<file path="src/rtl/timer_pkg.sv">
package timer_pkg;
    // Command strobes for one interval timer, one system clock wide.
    typedef struct packed {
        logic start;
        logic halt;
        logic load;
    } tmr_cmd_t;
endpackage

</file>
<file path="src/rtl/tick_sync.sv">
module tick_sync #(
    parameter int STAGES = 2
) (
    input  logic clk_i,
    input  logic rst_ni,
    input  logic async_i,
    output logic tick_o
);
    // chain_q[0..STAGES-1]: synchronizer, chain_q[STAGES]: edge history
    logic [STAGES:0] chain_d, chain_q;

    always_comb begin
        chain_d = {chain_q[STAGES-1:0], async_i};
    end

    always_ff @(posedge clk_i) begin
        if (!rst_ni) chain_q <= '0;
        else         chain_q <= chain_d;
    end

    assign tick_o = chain_q[STAGES-1] & ~chain_q[STAGES];
endmodule

</file>
<file path="src/rtl/decade_prescale.sv">
module decade_prescale #(
    parameter int DIV = 10
) (
    input  logic clk_i,
    input  logic rst_ni,
    input  logic clr_i,
    input  logic adv_i,
    output logic carry_o
);
    localparam int PW = (DIV > 1) ? $clog2(DIV) : 1;
    localparam logic [PW-1:0] LAST = PW'(DIV - 1);

    logic [PW-1:0] cnt_d, cnt_q;

    always_comb begin
        cnt_d = cnt_q;
        if (clr_i)            cnt_d = '0;
        else if (adv_i) begin
            if (cnt_q == LAST) cnt_d = '0;
            else               cnt_d = cnt_q + PW'(1);
        end
    end

    always_ff @(posedge clk_i) begin
        if (!rst_ni) cnt_q <= '0;
        else         cnt_q <= cnt_d;
    end

    assign carry_o = adv_i & ~clr_i & (cnt_q == LAST);
endmodule

</file>
<file path="src/rtl/interval_counter.sv">
module interval_counter
    import timer_pkg::*;
#(
    parameter int W = 16
) (
    input  logic         clk_i,
    input  logic         rst_ni,
    input  tmr_cmd_t     cmd_i,
    input  logic [W-1:0] wdata_i,
    input  logic         step_i,
    output logic [W-1:0] count_o,
    output logic         run_o,
    output logic         wrap_o
);
    localparam logic [W-1:0] ALL_ONES = '1;

    typedef struct packed {
        logic [W-1:0] cnt;
        logic         run;
        logic         wrap;
    } st_t;

    st_t st_d, st_q;

    always_comb begin
        st_d      = st_q;
        st_d.wrap = 1'b0;
        if (cmd_i.halt)       st_d.run = 1'b0;
        else if (cmd_i.start) st_d.run = 1'b1;
        if (cmd_i.load) begin
            st_d.cnt = wdata_i;
        end else if (st_q.run && step_i) begin
            st_d.cnt  = st_q.cnt + W'(1);
            st_d.wrap = (st_q.cnt == ALL_ONES);
        end
    end

    always_ff @(posedge clk_i) begin
        if (!rst_ni) st_q <= '0;
        else         st_q <= st_d;
    end

    assign count_o = st_q.cnt;
    assign run_o   = st_q.run;
    assign wrap_o  = st_q.wrap;
endmodule

</file>
<file path="src/rtl/dual_interval_timer.sv">
module dual_interval_timer
    import timer_pkg::*;
#(
    parameter int CNT_W       = 16,
    parameter int B_DIV       = 10,
    parameter int SYNC_STAGES = 2,
    parameter int IRQ_W       = 16,
    parameter int A_IRQ_BIT   = 7,
    parameter int B_IRQ_BIT   = 9
) (
    input  logic             clk_i,
    input  logic             rst_ni,
    input  logic             tclk_i,
    input  logic             freeze_ni,
    input  logic             a_start_i,
    input  logic             a_halt_i,
    input  logic             a_load_i,
    input  logic             b_start_i,
    input  logic             b_halt_i,
    input  logic             b_load_i,
    input  logic [CNT_W-1:0] wdata_i,
    output logic [CNT_W-1:0] a_count_o,
    output logic [CNT_W-1:0] b_count_o,
    output logic [IRQ_W-1:0] irq_req_o
);
    localparam int NUM_TMR = 2;

    logic                 tick;
    logic                 qual_tick;
    logic                 b_carry;
    tmr_cmd_t [NUM_TMR-1:0] cmd_v;
    logic [NUM_TMR-1:0]   run_v;
    logic [NUM_TMR-1:0]   wrap_v;
    logic [CNT_W-1:0]     cnt_v [NUM_TMR];

    tick_sync #(.STAGES(SYNC_STAGES)) u_sync (
        .clk_i   (clk_i),
        .rst_ni  (rst_ni),
        .async_i (tclk_i),
        .tick_o  (tick)
    );

    assign qual_tick = tick & freeze_ni;

    decade_prescale #(.DIV(B_DIV)) u_pre (
        .clk_i   (clk_i),
        .rst_ni  (rst_ni),
        .clr_i   (b_load_i),
        .adv_i   (qual_tick & run_v[1]),
        .carry_o (b_carry)
    );

    assign cmd_v[0] = '{start: a_start_i, halt: a_halt_i, load: a_load_i};
    assign cmd_v[1] = '{start: b_start_i, halt: b_halt_i, load: b_load_i};

    for (genvar i = 0; i < NUM_TMR; i++) begin : g_tmr
        logic step;
        if (i == 0) begin : g_direct
            assign step = qual_tick;
        end else begin : g_scaled
            assign step = b_carry;
        end
        interval_counter #(.W(CNT_W)) u_cnt (
            .clk_i   (clk_i),
            .rst_ni  (rst_ni),
            .cmd_i   (cmd_v[i]),
            .wdata_i (wdata_i),
            .step_i  (step),
            .count_o (cnt_v[i]),
            .run_o   (run_v[i]),
            .wrap_o  (wrap_v[i])
        );
    end

    always_comb begin
        irq_req_o            = '0;
        irq_req_o[A_IRQ_BIT] = wrap_v[0];
        irq_req_o[B_IRQ_BIT] = wrap_v[1];
    end

    assign a_count_o = cnt_v[0];
    assign b_count_o = cnt_v[1];
endmodule

</file>
<file path="config.mk">
export PLATFORM = sky130hd
export DESIGN_NAME = dual_interval_timer
export DESIGN_NICKNAME = d
export VERILOG_FILES = /design/src/rtl/timer_pkg.sv /design/src/rtl/tick_sync.sv /design/src/rtl/decade_prescale.sv /design/src/rtl/interval_counter.sv /design/src/rtl/dual_interval_timer.sv
export SDC_FILE = /design/constraint.sdc
export NUM_CORES = 1
export LEC_CHECK = 0
export ABC_AREA = 1
export BUFFER_PORTS_ARGS = -buffer_cell sky130_fd_sc_hd__buf_2
export CORE_AREA = 2 2 75 77
export CTS_CLUSTER_SIZE = 8
export DETAILED_ROUTE_END_ITERATION = 12
export DIE_AREA = 0 0 77 79
export PLACE_DENSITY = 0.88
export SETUP_SLACK_MARGIN = 0.1
export SLEW_MARGIN = 20
export SYNTH_ARGS = -nofsm -noshare
export SYNTH_HDL_FRONTEND = slang
export SYNTH_HIERARCHICAL = 1
export SYNTH_SLANG_ARGS = --single-unit
export TNS_END_PERCENT = 10
</file>
<file path="constraint.sdc">
create_clock -name clk_i -period 2.35 [get_ports clk_i]
set_input_delay 0.1175 -clock clk_i [delete_from_list [all_inputs] [get_ports clk_i]]
set_output_delay 0.1175 -clock clk_i [all_outputs]
set_load 0.005 [all_outputs]
</file>
==> run metrics <==
outcome=complete, no violations; final setup margin=428 ps; Avg Cell Area, Syn=6.67 um2; Die X=77 um; worst skew pair latency=300 ps; initial core utilization=50.6%; Setup Fix Bufs, Post-CTS=0; Max Slew Vio Count=0; nets=493; drt pass-1 iters=5; Final Cycle Share=81.8%; drt total wl=7140 um; Sequential Area=861 um2; Worst-Margin Slew=504 ps; CTS Buffer Depth=2; Power, Total=0.00160 W; clk sinks=43; Worst path slowest cell=dfxtp_1; Post-Syn Instances=405; Die ar.=6080 um2; H-tree levels=2; Leak=1.50 nW; gr ovfl total=0; post-DP HPWL=5430 um; DR DRC count=0; sequential area share after synthesis=31.9%; min Tclk post-route=1920 ps; Via-to-Cell Ratio=5.20; Core Area=5340 um2; Hold WC Path Type=in2reg; std cell rows=27; Worst Skew=8.11 ps; Final Hold Slack=22.4 ps; multi-input logic area=1490 um2; VDD IR max=251 uV; Total GRT Usage=24.4%; synth-to-layout area growth=15.3%; critical path cell sequence=inv_1, nor2_2, nand2_1, nor2_2, nand2_2, nor2_2, nand2_1, nor2_1, nand2_4, nand2_1, inv_1, a22o_1, a21oi_1, nor2_1; Port Buf Inserts=59; CTS tree=done; first-pass GRT wire length=11900 um; Die Ht=79 um; FMAX=520 MHz; post-DR wirelength/cell=13.3 um; fillcell total=536; pwr/cell area=514 nW/um2; largest net degree at the start of global routing=21; layout cell share with drive strength beyond 1=21.1%; Setup crit end kind=register; Util after Layout=58.4%; antenna violations before repair=0; CP arrival=2100 ps; DRT iter0 DRCs=197; crit path kind=reg2reg; Cell Area, Synth=2700 um2; CTS root buffer=clkbuf_8; Synthesis Warnings=6; dpl ws=328 ps; Yosys reg bits=43; ant diodes=0; number of global-route vias before repair=2656; Placer Congestion=0.885; RSZ-0062 raised after global routing=false; Setup TNS Final=0 ps; number of flops mapped to enable cells by yosys=0; Final Hold Fails=0; Worst EP required=2530 ps; delay of the slowest cell on the worst path=330 ps; Final setup viols=0; Routed Antenna Nets=0; kind of start point of the critical path=register; vias=2795; clock slew at reported path FFs=80 ps; Post-synth top flop=dfxtp_1; FFs w/ async S/R, synth=0%; Synth cell types=34; Rel. slew slack=66.4%; CTS buffer count=5; Top-Level Pins=74; Crit Path Max Fanout=7; Max-cap violations=0
[cells in the mapped netlist, types with 6 or more instances]
cell	count	share of area, %
buf_4	14	3.9
o21ai_0	26	4.8
nand4_1	11	2.5
o21ai_1	6	1.1
nand2_1	79	11
nand3_1	31	5.7
dfxtp_1	43	32
xor2_1	6	1.9
nor2_1	35	4.9
a21oi_1	24	4.4
inv_1	62	8.6
nor2_4	6	2.5
nor2_2	11	2.5
[path summary, 6_finish.rpt]
| path | cells past startpoint | from | slack [ps] | end |
|---|---|---|---|---|
| max | 14 | u_sync/chain_q[1] | 430 | g_tmr[1].u_cnt/count_o[6] |
| min | 3 | tclk_i | 20 | u_sync/chain_q[0] |
| max reg2reg | 14 | u_sync/chain_q[1] | 430 | g_tmr[1].u_cnt/count_o[6] |
| min reg2reg | 2 | u_sync/chain_q[1] | 430 | u_sync/chain_q[2] |
[registers in the layout, indices dropped and copies added, names as in the netlist]
signal and flops:
u_pre/cnt_q 4, u_sync/chain_q 3, g_tmr.u_cnt/run_o 2, g_tmr.u_cnt/wrap_o 2
g_tmr.u_cnt/count_o 32
[where the power goes]
| group | total (W) | leakage, nW | internal, W | switching [W] |
|---|---|---|---|---|
| Clock | 0.000562 | 0.0513 | 0.000312 | 0.000251 |
| Combinational | 0.000224 | 1.10 | 0.0000922 | 0.000131 |
| Sequential | 0.000815 | 0.354 | 0.000766 | 0.0000495 |
| Total | 0.00160 | 1.50 | 0.00117 | 0.000432 |
[worst max-delay path: cells and delay by family (launching register included)]
kind,cells,cell delay [ps]
buffers and inverters,2,140
AND/OR/NAND/NOR,10,1050
AO/OA/AOI/OAI,2,310
flip-flops,1,330
[through the flow]
stage / instance area [um2] / std cells
global placement: 2990 / 528
finish: 3120 / 537
global route: 3120 / 537
detailed placement: 2990 / 528
CTS: 3110 / 537
floorplan: 2750 / 418
[cell usage in the layout, fill, tap and decap left out, types with 3 or more instances in the layout]
master and n:
nand2_2 3, nand4_1 11, a22o_1 4, inv_1 62, nand2_1 79, nor3_1 4, conb_1 14, nor2_4 7
nand3b_1 3, xnor2_1 4, nand2_4 4, nand3_1 31, o21ai_1 6, nor2_2 10, xor2_1 6, dfxtp_1 43
clkbuf_8 5, nor2_1 35, buf_2 59, a31oi_1 4, a21oi_1 24, o21ai_0 26
[cell families after synthesis]
family,synth area share [%]
xor gates and xnor gates,3.24
other,0.139
buffers and inverters,15.0
adders and majority gates,0.926
and+or+nand+nor,34.6
AOI/OAI and AO/OA,14.3
DFF,31.9
[timing repair]
item	4_1_cts	5_1_grt
hold buffers	2	0
resized for setup	0	1
hold endpoints to repair	2	0
setup endpoints to repair	0	2
[layer usage]
metal / GRT usage, % / part of all wire, %
met5: 0 / 0
met2: 42.7 / 48
met4: 10.4 / 3.2
met1: 29.1 / 42
met3: 5.11 / 6.6
[layout make-up]
type,instances,share of cell area (%)
multi-input cells,288,47.8
flip-flops and latches,43,27.6
repair buffers,62,10.4
inverters,65,7.99
well taps,72,2.89
clock buffers,6,2.33
clock inverters,1,0.964
(Power assumes the default switching activity.)
